## src/rtl/rstgen_pkg.sv

```systemverilog
// Package: shared constants for the soft reset generator.
// Holds the register addresses, the cause-bit positions and the cause types.
// The cause-bit positions are decoded by software and must not move.
package rstgen_pkg;
    localparam int NCPU    = 4;
    localparam int NFATAL  = 7;
    localparam int BUS_AW  = 3;
    localparam int BUS_DW  = 8;
    localparam int PC_W    = 18;
    localparam int XC_W    = 6;

    localparam logic [BUS_AW-1:0] A_POR_REQ = 3'd0;
    localparam logic [BUS_AW-1:0] A_XIR_REQ = 3'd1;
    localparam logic [BUS_AW-1:0] A_WDOG    = 3'd2;
    localparam logic [BUS_AW-1:0] A_SYNTH   = 3'd3;
    localparam logic [BUS_AW-1:0] A_PC_LO   = 3'd4;
    localparam logic [BUS_AW-1:0] A_PC_MID  = 3'd5;
    localparam logic [BUS_AW-1:0] A_PC_HI   = 3'd6;
    localparam logic [BUS_AW-1:0] A_XC      = 3'd7;

    localparam int PC_SYS    = 4;
    localparam int PC_JTAG   = 5;
    localparam int PC_BTN    = 6;
    localparam int PC_PWRUP  = 7;
    localparam int PC_FATAL0 = 8;
    localparam int PC_SYNTH  = 15;
    localparam int PC_WDOG   = 16;
    localparam int PC_RMON   = 17;

    localparam int XC_JTAG   = 4;
    localparam int XC_BTN    = 5;

    typedef logic [PC_W-1:0] por_cause_t;
    typedef logic [XC_W-1:0] xir_cause_t;

    localparam por_cause_t PC_RESET_VAL = por_cause_t'(1) << PC_PWRUP;
endpackage

```

## src/rtl/rstgen_regs.sv

```systemverilog
// Module: host register file.
// Decodes byte writes into one-cycle request strobes, holds the watchdog arm
// and synthesizer control bits, and muxes read data. Assumes a single-cycle
// bus with combinational read data; the request registers read as zero.
module rstgen_regs
    import rstgen_pkg::*;
(
    input  logic              clk,
    input  logic              rst_n,
    input  logic              bus_en_i,
    input  logic              bus_we_i,
    input  logic [BUS_AW-1:0] bus_addr_i,
    input  logic [BUS_DW-1:0] bus_wdata_i,
    input  por_cause_t        por_cause_i,
    input  xir_cause_t        xir_cause_i,
    output logic [NCPU:0]     por_req_o,
    output logic [NCPU-1:0]   xir_req_o,
    output logic              wd_en_o,
    output logic              synth_trig_o,
    output logic [BUS_DW-1:0] bus_rdata_o
);
    logic wr;
    logic wd_en_q;
    logic ld_q, arm_q, ld_d, arm_d;
    logic unused_wbits;

    assign wr           = bus_en_i & bus_we_i;
    assign unused_wbits = ^bus_wdata_i[6:5];

    // Turn writes to the request addresses into one-cycle strobes.
    always_comb begin
        por_req_o = '0;
        xir_req_o = '0;
        if (wr && bus_addr_i == A_POR_REQ) por_req_o = bus_wdata_i[NCPU:0];
        if (wr && bus_addr_i == A_XIR_REQ) xir_req_o = bus_wdata_i[NCPU-1:0];
    end

    // Next value of the synthesizer control bits.
    always_comb begin
        ld_d  = ld_q;
        arm_d = arm_q;
        if (wr && bus_addr_i == A_SYNTH) begin
            ld_d  = bus_wdata_i[0];
            arm_d = bus_wdata_i[7];
        end
    end

    // Fire only when both bits become 1 together.
    assign synth_trig_o = ld_d & arm_d & ~(ld_q & arm_q);

    // Hold the watchdog arm and the synthesizer control bits.
    always_ff @(posedge clk) begin
        if (!rst_n) begin
            wd_en_q <= 1'b0;
            ld_q    <= 1'b0;
            arm_q   <= 1'b0;
        end else begin
            if (wr && bus_addr_i == A_WDOG) wd_en_q <= bus_wdata_i[0];
            ld_q  <= ld_d;
            arm_q <= arm_d;
        end
    end

    assign wd_en_o = wd_en_q;

    // Read multiplexer; reserved and request locations return zero.
    always_comb begin
        case (bus_addr_i)
            A_WDOG:   bus_rdata_o = {7'b0, wd_en_q};
            A_SYNTH:  bus_rdata_o = {arm_q, 6'b0, ld_q};
            A_PC_LO:  bus_rdata_o = por_cause_i[7:0];
            A_PC_MID: bus_rdata_o = por_cause_i[15:8];
            A_PC_HI:  bus_rdata_o = {6'b0, por_cause_i[17:16]};
            A_XC:     bus_rdata_o = {2'b0, xir_cause_i};
            default:  bus_rdata_o = '0;
        endcase
    end

    AST_SYNTH_SINGLE_FIRE: assert property (@(posedge clk) disable iff (!rst_n)
        synth_trig_o |=> !synth_trig_o);
endmodule

```

## src/rtl/rstgen_evt.sv

```systemverilog
// Module: event collector.
// Detects rising edges on the external request lines and merges them with the
// software strobes into per-cycle POR and XIR cause vectors. Assumes all
// inputs are already synchronous to clk.
module rstgen_evt
    import rstgen_pkg::*;
(
    input  logic              clk,
    input  logic              rst_n,
    input  logic [NCPU:0]     por_req_i,
    input  logic [NCPU-1:0]   xir_req_i,
    input  logic              wd_en_i,
    input  logic              synth_trig_i,
    input  logic              wdog_i,
    input  logic              btn_por_i,
    input  logic              btn_xir_i,
    input  logic              jtag_por_i,
    input  logic              jtag_xir_i,
    input  logic [NFATAL-1:0] fatal_i,
    input  logic              rmon_i,
    output por_cause_t        por_set_o,
    output xir_cause_t        xir_set_o
);
    localparam int NLINE = NFATAL + 6;

    logic [NLINE-1:0] line, line_q, rise;

    assign line = {fatal_i, rmon_i, wdog_i, btn_xir_i, jtag_xir_i, btn_por_i, jtag_por_i};

    // Remember each line's previous level for edge detection.
    always_ff @(posedge clk) begin
        if (!rst_n) line_q <= '0;
        else        line_q <= line;
    end

    assign rise = line & ~line_q;

    // Assemble the POR cause bits present in this cycle.
    always_comb begin
        por_set_o                          = '0;
        por_set_o[NCPU:0]                  = por_req_i;
        por_set_o[PC_JTAG]                 = rise[0];
        por_set_o[PC_BTN]                  = rise[1];
        por_set_o[PC_FATAL0 +: NFATAL]     = rise[NLINE-1 -: NFATAL];
        por_set_o[PC_SYNTH]                = synth_trig_i;
        por_set_o[PC_WDOG]                 = rise[4] & wd_en_i;
        por_set_o[PC_RMON]                 = rise[5];
    end

    // Assemble the XIR cause bits present in this cycle.
    always_comb begin
        xir_set_o             = '0;
        xir_set_o[NCPU-1:0]   = xir_req_i;
        xir_set_o[XC_JTAG]    = rise[2];
        xir_set_o[XC_BTN]     = rise[3];
    end

    AST_HELD_LINE_ONCE: assert property (@(posedge clk) disable iff (!rst_n)
        (por_set_o[PC_BTN]) |=> (!por_set_o[PC_BTN]));
endmodule

```

## src/rtl/rstgen_cause.sv

```systemverilog
// Module: sticky cause capture.
// On any cycle with at least one cause present, the register is replaced by
// exactly that cause set; otherwise it holds. Reset leaves only power-up.
module rstgen_cause
    import rstgen_pkg::*;
(
    input  logic       clk,
    input  logic       rst_n,
    input  por_cause_t por_set_i,
    input  xir_cause_t xir_set_i,
    output por_cause_t por_cause_o,
    output xir_cause_t xir_cause_o
);
    // Replace each cause word when its event set is non-empty.
    always_ff @(posedge clk) begin
        if (!rst_n) begin
            por_cause_o <= PC_RESET_VAL;
            xir_cause_o <= '0;
        end else begin
            if (|por_set_i) por_cause_o <= por_set_i;
            if (|xir_set_i) xir_cause_o <= xir_set_i;
        end
    end

    AST_POWERUP_ONLY: assert property (@(posedge clk) disable iff (!rst_n)
        !$past(rst_n) |-> (por_cause_o == PC_RESET_VAL));
    AST_CAUSE_NEVER_EMPTY: assert property (@(posedge clk) disable iff (!rst_n)
        por_cause_o != '0);
endmodule

```

## src/rtl/rstgen_pulse.sv

```systemverilog
// Module: reset pulse stretcher.
// A load starts (or restarts) a down-counter of LEN cycles; the output is
// high while the counter is non-zero. Assumes LEN >= 1.
module rstgen_pulse #(
    parameter int LEN = 8
) (
    input  logic clk,
    input  logic rst_n,
    input  logic load_i,
    output logic pulse_o
);
    localparam int CW = $clog2(LEN + 1);
    localparam logic [CW-1:0] LOADV = CW'(LEN);

    logic [CW-1:0] cnt_q;

    // Reload on a trigger, otherwise count down to zero.
    always_ff @(posedge clk) begin
        if (!rst_n)           cnt_q <= '0;
        else if (load_i)      cnt_q <= LOADV;
        else if (cnt_q != '0) cnt_q <= cnt_q - 1'b1;
    end

    assign pulse_o = (cnt_q != '0);

    AST_PULSE_STARTS: assert property (@(posedge clk) disable iff (!rst_n)
        load_i |=> pulse_o);
    AST_NO_SPONTANEOUS: assert property (@(posedge clk) disable iff (!rst_n)
        (!load_i && !pulse_o) |=> !pulse_o);
endmodule

```

## src/rtl/rstgen_top.sv

```systemverilog
// Module: soft reset generator top.
// Ties the register file, event collector, cause capture and one pulse
// stretcher per reset lane together. A system event loads the system lane
// and every processor POR lane; a global XIR event loads every XIR lane.
module rstgen_top
    import rstgen_pkg::*;
#(
    parameter int PULSE_LEN = 8
) (
    input  logic              clk,
    input  logic              rst_n,
    input  logic              bus_en_i,
    input  logic              bus_we_i,
    input  logic [2:0]        bus_addr_i,
    input  logic [7:0]        bus_wdata_i,
    output logic [7:0]        bus_rdata_o,
    input  logic              wdog_i,
    input  logic              btn_por_i,
    input  logic              btn_xir_i,
    input  logic              jtag_por_i,
    input  logic              jtag_xir_i,
    input  logic [6:0]        fatal_i,
    input  logic              rmon_i,
    output logic [3:0]        por_o,
    output logic              sys_rst_o,
    output logic [3:0]        xir_o
);
    logic [NCPU:0]   por_req;
    logic [NCPU-1:0] xir_req;
    logic            wd_en, synth_trig, sys_evt, xir_all;
    por_cause_t      por_set, por_cause;
    xir_cause_t      xir_set, xir_cause;

    rstgen_regs u_regs (
        .clk(clk), .rst_n(rst_n),
        .bus_en_i(bus_en_i), .bus_we_i(bus_we_i),
        .bus_addr_i(bus_addr_i), .bus_wdata_i(bus_wdata_i),
        .por_cause_i(por_cause), .xir_cause_i(xir_cause),
        .por_req_o(por_req), .xir_req_o(xir_req),
        .wd_en_o(wd_en), .synth_trig_o(synth_trig),
        .bus_rdata_o(bus_rdata_o)
    );

    rstgen_evt u_evt (
        .clk(clk), .rst_n(rst_n),
        .por_req_i(por_req), .xir_req_i(xir_req),
        .wd_en_i(wd_en), .synth_trig_i(synth_trig),
        .wdog_i(wdog_i), .btn_por_i(btn_por_i), .btn_xir_i(btn_xir_i),
        .jtag_por_i(jtag_por_i), .jtag_xir_i(jtag_xir_i),
        .fatal_i(fatal_i), .rmon_i(rmon_i),
        .por_set_o(por_set), .xir_set_o(xir_set)
    );

    rstgen_cause u_cause (
        .clk(clk), .rst_n(rst_n),
        .por_set_i(por_set), .xir_set_i(xir_set),
        .por_cause_o(por_cause), .xir_cause_o(xir_cause)
    );

    // Any cause above the per-processor bits is a whole-system reset.
    assign sys_evt = |por_set[PC_W-1:PC_SYS];
    assign xir_all = xir_set[XC_JTAG] | xir_set[XC_BTN];

    rstgen_pulse #(.LEN(PULSE_LEN)) u_sys_lane (
        .clk(clk), .rst_n(rst_n), .load_i(sys_evt), .pulse_o(sys_rst_o)
    );

    for (genvar i = 0; i < NCPU; i++) begin : g_lane
        rstgen_pulse #(.LEN(PULSE_LEN)) u_por_lane (
            .clk(clk), .rst_n(rst_n),
            .load_i(por_set[i] | sys_evt), .pulse_o(por_o[i])
        );
        rstgen_pulse #(.LEN(PULSE_LEN)) u_xir_lane (
            .clk(clk), .rst_n(rst_n),
            .load_i(xir_set[i] | xir_all), .pulse_o(xir_o[i])
        );
    end

    AST_SYS_COVERS_ALL: assert property (@(posedge clk) disable iff (!rst_n)
        sys_rst_o |-> (&por_o));
    AST_XIR_HAS_CAUSE: assert property (@(posedge clk) disable iff (!rst_n)
        (|xir_o) |-> (xir_cause != '0));
    AST_WDOG_NEEDS_ARM: assert property (@(posedge clk) disable iff (!rst_n)
        (por_cause[PC_WDOG] && !$stable(por_cause)) |-> $past(wd_en));
endmodule

```

## config.mk

```make
export PLATFORM = sky130hd
export DESIGN_NAME = rstgen_top
export DESIGN_NICKNAME = d
export VERILOG_FILES = /design/src/rtl/rstgen_pkg.sv /design/src/rtl/rstgen_regs.sv /design/src/rtl/rstgen_evt.sv /design/src/rtl/rstgen_cause.sv /design/src/rtl/rstgen_pulse.sv /design/src/rtl/rstgen_top.sv
export SDC_FILE = /design/constraint.sdc
export NUM_CORES = 1
export LEC_CHECK = 0
export ABC_AREA = 1
export BUFFER_PORTS_ARGS = -buffer_cell sky130_fd_sc_hd__buf_2
export CAP_MARGIN = 20
export CORE_UTILIZATION = 30
export DETAILED_ROUTE_END_ITERATION = 16
export HOLD_SLACK_MARGIN = 0.06
export MAX_ROUTING_LAYER = met4
export PLACE_DENSITY = 0.48
export SKIP_LAST_GASP = 1
export SLEW_MARGIN = 30
export SYNTH_ARGS = -nofsm -noshare
export SYNTH_HDL_FRONTEND = slang
export SYNTH_SLANG_ARGS = --single-unit
```

## constraint.sdc

```tcl
create_clock -name clk -period 1.7 [get_ports clk]
set_clock_uncertainty 0.05 [all_clocks]
set_input_delay 0.085 -clock clk [delete_from_list [all_inputs] [get_ports clk]]
set_output_delay 0.085 -clock clk [all_outputs]
set_load 0.01 [all_outputs]
```

# After elaboration in Yosys (flattened, before gate mapping)
# Cells that the tools add are included.
dict set report classes {
  n_addsub 9
  n_mul 0
  n_div 0
  n_lt_le_gt_ge 0
  n_eq_ne 7
  n_shift 0
  mux 23
  n_bitwise 18
  n_reduce_logical 35
}
# op count
set op_table {}
lappend op_table {{4-bit two-way mux} 19}
lappend op_table {{8-bit one-hot mux with 6 select lines} 1}
lappend op_table {{4-bit nonzero test} 9}
lappend op_table {{4-bit by 1-bit subtractor with 4-bit output, second input constant} 9}
lappend op_table {{2-bit nonzero test} 9}
lappend op_table {{17-bit OR reduction} 1}
lappend op_table {{2-bit OR reduction} 8}
lappend op_table {{14-bit OR reduction} 1}
lappend op_table {{13-bit bitwise AND} 1}
lappend op_table {{13-bit inverter} 1}
lappend op_table {{13-bit OR reduction} 1}
lappend op_table {{3-bit == test, second input constant} 4}
lappend op_table {{1-bit OR} 9}
lappend op_table {{3-bit by 2-bit == test with 1-bit output, second input constant} 2}
lappend op_table {{6-bit OR reduction} 1}
lappend op_table {{1-bit bitwise AND} 5}
lappend op_table {{5-bit two-way mux} 1}
lappend op_table {{1-bit logical AND} 4}
lappend op_table {{3-bit by 1-bit == test with 1-bit output, second input constant} 1}
lappend op_table {{3-bit logical NOT} 1}
lappend op_table {{1-bit two-way mux} 2}
lappend op_table {{1-bit inverter} 2}
dict set report word_totals {
  reg_bits 76
  latch_bits 0
  ramBits 0
  mem_bits_ro 0
  in_bits 28
  out_inout_bits 17
  word_cells 116
  memories 0
}

# Longest topological paths before layout
# Gate-level depths: netlist (run 1).
dict set report depth {
  word_depth 8
  depth_mapped 11
  mapped_depth_nobuf 10
}

# Cells and area by module
# Synthesis (run 1) repeated with hierarchy kept, for this count alone.
dict set report hier_totals {
  cells_unflattened 589
  hier_area_um2 4204.0
}
# mod instances cells_per_inst area_each_um2 seq_area_each_um2
set by_module_without_submodules {}
lappend by_module_without_submodules {rstgen_pulse 9 29 226.5 80.1}
lappend by_module_without_submodules {rstgen_cause 1 125 1038.5 480.5}
lappend by_module_without_submodules {rstgen_evt 1 78 553.0 260.2}
lappend by_module_without_submodules {rstgen_regs 1 95 439.2 60.1}
lappend by_module_without_submodules {rstgen_top 1 30 135.1 0.0}

# Worst setup path before layout (run 1)
# OpenSTA, ideal clock, no wires.
dict set report synth_path {
  path_kind {register to register}
  start {reg u_evt.line_q[0]}
  end {reg u_cause.por_cause_o[0]}
  setup_time_ps 112
  t_arrival_ps 1287
  t_required_ps 1538
  path_slack_ps 252
  path_stages_with_launch 12
  path_buffers 2
  synth_period_minus_slack_ps 1448
  path_cell_list {dfxtp_1 inv_1 nand2_1 nand2_1 nor2_1 nand3_1 nor2_8 nand3_4 buf_6 buf_12 nor2_2 nor2_1}
}
dict set report synth_via {
  elab_chain_len 3
}
# element line
set synth_rtl {}
lappend synth_rtl {{start: declaration} rstgen_evt.sv:26} ;# logic [NLINE-1:0] line, line_q, rise;
lappend synth_rtl {{start signal: assignment} rstgen_evt.sv:33} ;# else line_q <= line;
lappend synth_rtl {{13-bit inverter} rstgen_evt.sv:36} ;# assign rise = line & ~line_q;
lappend synth_rtl {{13-bit bitwise AND} rstgen_evt.sv:36}
lappend synth_rtl {{17-bit OR reduction} rstgen_cause.sv:20} ;# if (|por_set_i) por_cause_o <= por_set_i;
lappend synth_rtl {{end signal: assignment} rstgen_cause.sv:20}
lappend synth_rtl {{end: declaration} rstgen_cause.sv:11} ;# output por_cause_t por_cause_o,
# No other way between the ends.
# A chain may end at the register's enable or synchronous reset.

# Worst setup path after layout (run 1)
dict set report layout_path {
  start {in fatal_i[0]}
  end {reg g_lane[1].u_por_lane.cnt_q[1]}
}
dict set report layout_via {
  elab_chain_len 4
}
# element line
set layout_rtl {}
lappend layout_rtl {{start: declaration} rstgen_top.sv:22} ;# input logic [6:0] fatal_i,
lappend layout_rtl {{13-bit bitwise AND} rstgen_evt.sv:36}
lappend layout_rtl {{13-bit OR reduction} rstgen_top.sv:61} ;# assign sys_evt = |por_set[PC_W-1:PC_SYS];
lappend layout_rtl {{1-bit OR} rstgen_top.sv:71} ;# .load_i(por_set[i] | sys_evt), .pulse_o(por_o[i])
lappend layout_rtl {{2-bit OR reduction (no line)} --}
lappend layout_rtl {{end signal: assignment} rstgen_pulse.sv:21} ;# else if (cnt_q != '0) cnt_q <= cnt_q - 1'b1;
lappend layout_rtl {{end: declaration} rstgen_pulse.sv:15} ;# logic [CW-1:0] cnt_q;
# No other way between the ends.

==> results of run 1 <==
layer usage:
metal	GRT usage (%)	vias to the layer above	part of all wire, %
met5	-	-	0
met4	3.90	0	0.79
met3	5.22	6	4.3
met2	22.6	45	46
met1	16.9	1448	49
li1	-	1790	-
path summary, 6_finish.rpt:
kind	from	to	slack [ns]	cells after the start
setup / recovery	fatal_i[0]	g_lane[1].u_por_lane.cnt_q[1]	0.13	11
hold / removal	bus_wdata_i[3]	u_cause.xir_cause_o[3]	0.09	5
setup reg to reg	u_evt.line_q[12]	g_lane[1].u_por_lane.cnt_q[1]	0.17	10
hold reg to reg	g_lane[2].u_xir_lane.cnt_q[0]	g_lane[2].u_xir_lane.cnt_q[0]	0.41	2
per-stage QoR:
stage,worst slack (ns),util [%]
5_1_grt,0.00951,39.7
3_3_place_gp,0.0685,34.5
4_1_cts,0.0145,38.9
3_5_place_dp,0.0331,34.5
6_report,0.127,39.7
2_1_floorplan,0.252,-
power by group:
group          leakage, nW  total (mW)  switching [mW]  internal (mW)
combinational         1.58       0.587           0.336          0.251
clock                0.144        1.93           0.712           1.22
sequential           0.624        1.91          0.0463           1.86
layout make-up:
| type | instances | area, µm² |
|---|---|---|
| Fill cell | 1305 | 7370 |
| Sequential cell | 76 | 1520 |
| Tap cell | 168 | 210 |
| Clock buffer | 15 | 268 |
| Antenna cell | 1 | 2.50 |
| Multi-Input combinational cell | 349 | 1900 |
| Inverter | 100 | 380 |
| Timing Repair Buffer | 74 | 532 |
| Clock inverter | 1 | 30.0 |
flip-flops by register name, indices dropped and copies added, names as in the netlist:
signal and cells:
g_lane.u_por_lane.cnt_q 16, g_lane.u_xir_lane.cnt_q 16, u_cause.por_cause_o 18, u_cause.xir_cause_o 6
u_evt.line_q 13, u_regs.arm_q 1, u_regs.ld_q 1, u_regs.wd_en_o 1
u_sys_lane.cnt_q 4
cell usage after synthesis, drive strengths merged:
cell type,count
nand2,141
inv,99
nor2,80
dfxtp,76
a21oi,27
o21ai,19
ha,18
nand3,18
buf,12
nor3,9
a31oi,7
or2,6
xor2,6
xnor2,5
clkbuf,4
nand4,3
nor4,2
o21a,2
a211oi,1
a32o,1
a32oi,1
clkinv,1
o2111ai,1
o211ai,1
o221ai,1
kinds of logic (layout without fill, tap and decap cells):
family / after synthesis / in the layout
simple gates: 259 / 259
buf+inv: 116 / 190
flops: 76 / 76
compound gates: 61 / 61
fa+ha+maj: 18 / 18
xor+xnor: 11 / 11
other cells: 0 / 1
worst reg2reg max path, cell delays in order, from the launching register on:
cell and delay, ns:
dfxtp_1 0.31, inv_1 0.05, nand2_2 0.06, nand2_1 0.06, nor2_2 0.11, nand3_2 0.13, nor2_8 0.18, nand2_4 0.10
nor2_4 0.23, nand2_2 0.10, nor2_2 0.10
placed cells by master, fill, tap and decap left out, drive strengths merged, types with 2 or more instances in the layout:
cell / n
inv: 99
o21a: 2
dfxtp: 76
o21ai: 19
nand4: 3
xor2: 6
nand2: 141
nor2: 80
nor3: 9
dlygate4sd3: 24
nand3: 18
clkbuf: 15
buf: 50
a21oi: 27
nor4: 2
a31oi: 7
ha: 18
or2: 6
xnor2: 5
what timing repair did:
item                                    CTS  global route
endpoints found under the setup margin    1            32
resized for setup                         1            28
hold endpoints to repair                 27             0
pin swaps                                 0             9
hold buffers                             24             0
buffers inserted                          0             2
==> results.md, run 1 <==
* Warnings from Yosys at 0
* DRT antenna net count at 0
* Tot Pwr at 4.43 mW
* Final Cycle Share at 92.5%
* Initial antenna violation count at 1
* Synth Area in Compound Gates at 9.44%
* Final Instance Count excl. Fillers at 784
* Setup violators final at 0
* H-tree depth at 3
* Core area at 0.0122 mm²
* Post-synthesis instance total at 541
* CP Class: primary input to flip-flop
* Peak supply drop at 0.000504 V
* Top cells by area, synth: dfxtp_1 40%, nand2_1 14%, inv_1 9.4%
* Die area at 0.0132 mm²
* CP dominant cell by count: nand2_2
* Critical-path cell list: dlygate4sd3_1 > buf_2 > nand2_2 > nand2_2 > nor2_4 > nand3_2 > nor2_8 > nand2_4 > nor2_4 > nand2_2 > nor2_2
* Dpl cell area at 0.00421 mm²
* All-Layer GR Usage at 14.2%
* Startpoint Class: primary input
* CTS Buffer Depth at 2
* Share of cells above drive strength 1 at 18.9%
* Crit path time final at 1.57 ns
* Pins over their slew limit at 0
* Detailed Route Iter0 Violations at 144
* Post-Synth Adder-Cell Area at 5.88%
* Number of max-cap violations at 0
* CP peak stage delay at 0.53 ns
* Syn_nets at 587
* Synth Area in XOR/XNOR at 2.51%
* Initial Utilization at 31.4%
* Largest family of logic cells by synthesized area: simple AND/OR/NAND/NOR gates
* Slew HR at 76.4%
* Post-synthesis to final-layout area growth at 26.4%
* Drt pass-1 iters at 4
* Die Width at 115 µm
* Total number of vias at 3289
* PwrDens at 914 mW/mm²
* TritonCTS clock tree: built
* Crit path buf inv count at 2
* # IOs at 45
* Final setup TNS at 0 ns
* FMAX at 636 MHz
* Critical Path Sink Type: flip-flop
* Count of cell types in the netlist at 39
* Reported leakage power at 2.35 nW
* CP max FO at 6
* CP Data Required Time at 1.93 ns
* Final wirelength at 8310 µm
* Sequential fraction of the synthesis area at 39.7%
* Vias in the first global route at 3131
* Drt wl/cell at 10.6 µm
* Worst Hold Class: primary input to flip-flop
* CTS sink cnt at 76
* Post-Place Cells at 743
* Mean Syn Cell Area at 7.08 µm²
* DIE HEIGHT at 115 µm
* Clock Latency Late Sink at 0.34 ns
* Clock Pin Slew Worst Setup and Hold Paths at 0.06 ns
* Status: finished, final reports clean
* CTS Buf Count at 9
* Pin count of the biggest net entering global routing at 38
* Post-route cell area at 0.00485 mm²
* Clock Tree Root: clkbuf_16
* Mux cell area share after synthesis at 0%
* Top-area cell type share of the netlist area at 39.7%
* Cell taking the most area after synthesis: dfxtp_1
* Simple-Gate Fraction of Synth Area at 29.5%
* Buffers on Ports at 42
* First-pass GRT wire length at 14100 µm
* Top delay family on crit path: simple AND/OR/NAND/NOR gates
* Hold Violations, Final at 0
* Hold slack at 0.0889 ns
* Row count at 40
* Final nets at 656
* Placer Congestion at 0.763
* Synthesis-stage register bit count at 76
* DRC violations left at 0
* DP HPWL at 6040 µm
* Synth Cell Area at 0.00383 mm²
* Total gr overflow at 0
* CP max stage cell: dlygate4sd3_1
* Vias per inst at 4.20
* Crit path DAT at 1.80 ns
* Worst Tran Pin Value at 0.354 ns
* RSZ-0062 raised after global routing: false
(Power assumes the default switching activity.)
==> run 2, diff against run 1 <==
- SETUP_SLACK_MARGIN: not set -> 0.15
==> run 2 against run 1 <==
Critical path depth down 5. Hold slack worse by 0.014 ns. Worst setup slack better by 0.063 ns. Die area unchanged. Critical endpoint is now xir_o[1]. Largest power group unchanged. Highest routed layer unchanged.
==> results.md, run 2 (synthesized netlist as in run 1, its figures left out) <==
* Vias per inst at 4.23 (+0.72%)
* Worst Hold Class: primary input to flip-flop
* Largest register FFs at 18 (unchanged)
* CP max FO at 5 (-1)
* Core area at 0.0122 mm² (unchanged)
* Row count at 40 (unchanged)
* Buffers on Ports at 42 (unchanged)
* PwrDens at 893 mW/mm² (-2.2%)
* DP HPWL at 6040 µm (unchanged)
* Hold Violations, Final at 0 (unchanged)
* Placer Congestion at 0.763 (unchanged)
* Final Cycle Share at 88.8% (-3.7 points)
* Post-synthesis to final-layout area growth at 31.6%
* Status: finished, final reports clean
* Number of max-cap violations at 0 (unchanged)
* TritonCTS clock tree: built
* Crit path time final at 1.51 ns (-0.0630 ns)
* Peak supply drop at 0.000477 V (-5.4%)
* # IOs at 45 (unchanged)
* Commonest non-fill, non-tap cells in the layout: 123 x nand2_1, 86 x inv_1, 70 x dfxtp_1
* Die Width at 115 µm (unchanged)
* DRT antenna net count at 0 (unchanged)
* Initial Utilization at 31.4% (unchanged)
* Clock Latency Late Sink at 0.34 ns (about the same)
* Regs by FF count: u_cause.por_cause_o x18, g_lane.u_por_lane.cnt_q x16, g_lane.u_xir_lane.cnt_q x16
* Setup violators final at 0 (unchanged)
* Pins over their slew limit at 0 (unchanged)
* CTS Buffer Depth at 2 (unchanged)
* All-Layer GR Usage at 14.3% (+0.12 points)
* Drt pass-1 iters at 4 (unchanged)
* Share of cells above drive strength 1 at 24.8% (+5.9 points)
* Die area at 0.0132 mm² (unchanged)
* Crit path DAT at 1.38 ns (-0.42 ns)
* Fin util at 41.3% (+1.6 points)
* Clock Tree Root: clkbuf_16
* Reported leakage power at 2.43 nW (+3.4%)
* Final setup TNS at 0 ns (unchanged)
* Final wirelength at 8650 µm (+4.1%)
* Vias in the first global route at 3143 (+0.38%)
* Filler cells at 1284 (-1.6%)
* DRC violations left at 0 (unchanged)
* CP Class: flip-flop to output pin
* First-pass GRT wire length at 14200 µm (+0.83%)
* CP Data Required Time at 1.56 ns (-0.37 ns)
* FMAX at 662 MHz (+4.2%)
* Total number of vias at 3372 (+2.5%)
* Clock Pin Slew Worst Setup and Hold Paths at 0.06 ns (about the same)
* Drt wl/cell at 10.8 µm (+2.3%)
* Critical Path Sink Type: output pin
* CTS Buf Count at 9 (unchanged)
* Initial antenna violation count at 1 (unchanged)
* Hold slack at 0.0751 ns (-0.0137 ns)
* Detailed Route Iter0 Violations at 129 (-10%)
* Startpoint Class: flip-flop
* Biggest register: u_cause.por_cause_o
* Total gr overflow at 0 (unchanged)
* Pin count of the biggest net entering global routing at 38 (unchanged)
* RSZ-0062 raised after global routing: true
* Slew HR at 72.3% (-4.1 points)
* Worst Tran Pin Value at 0.415 ns (+0.0611 ns)
* Commonest non-fill, non-tap cell in the layout: nand2_1
* DIE HEIGHT at 115 µm (unchanged)
* CTS sink cnt at 76 (unchanged)
* Final nets at 670 (+2.1%)
* H-tree depth at 3 (unchanged)
[run 2: what timing repair did]
action	4_1_cts	5_1_grt
cloned	0	1
hold buffers	25	0
setup endpoints to repair	32	47
gates resized for setup	13	52
pin swaps	4	19
buffers inserted	3	9
endpoints found under the hold margin	26	0
[run 2: power by group]
group / internal (mW) / leakage [nW] / switching, mW
Clock: 1.22 / 0.144 / 0.707
Sequential: 1.86 / 0.626 / 0.0533
Combinational: 0.299 / 1.66 / 0.363
Total: 3.38 / 2.43 / 1.12
[run 2: worst max-delay path: stages (launching register included)]
cell and delay (ns):
dfxtp_2 0.33, inv_2 0.08, ha_4 0.13, inv_2 0.04
nor3_4 0.24, inv_1 0.08, buf_2 0.14
[run 2: layer usage]
metal | GRT usage (%) | share of wire (%) | wire length (µm)
met5 | - | 0 | 0
met2 | 22.9 | 47 | 4100
met4 | 3.90 | 0.47 | 41
met3 | 5.22 | 4.2 | 367
met1 | 17.0 | 48 | 4140
[run 2: area by class of cell]
type	instances	area, µm²	area share, %
Timing Repair Buffer	88	648	12.8
Multi-Input combinational cell	349	1980	39.2
Inverter	100	380	7.54
Antenna cell	1	2.50	0.0496
Clock inverter	1	30.0	0.595
Clock buffer	15	268	5.31
Tap cell	168	210	4.17
Sequential cell	76	1530	30.3
[run 2: metrics by stage]
step / power (mW) / instance area [µm²] / instances / worst slack, ns
2_1_floorplan: 2.33 / 3830 / 541 / 0.252
3_3_place_gp: 2.46 / 4210 / 743 / 0.0685
3_5_place_dp: 2.47 / 4210 / 743 / 0.0331
4_1_cts: 4.48 / 4820 / 787 / 0.0855
5_1_grt: 4.75 / 5040 / 798 / 0.102
6_report: 4.51 / 5040 / 798 / 0.190
[run 2: worst paths after layout]
path                                               startpoint                            end  slack (ns)  cells after the start
worst max-delay path            g_lane[1].u_xir_lane.cnt_q[0]                       xir_o[1]        0.19                      6
worst max register to register                u_evt.line_q[0]  g_lane[0].u_por_lane.cnt_q[1]        0.23                     10
worst min-delay path                               fatal_i[2]        u_cause.por_cause_o[10]        0.08                      5
worst min register to register         u_cause.xir_cause_o[4]         u_cause.xir_cause_o[4]        0.41                      2
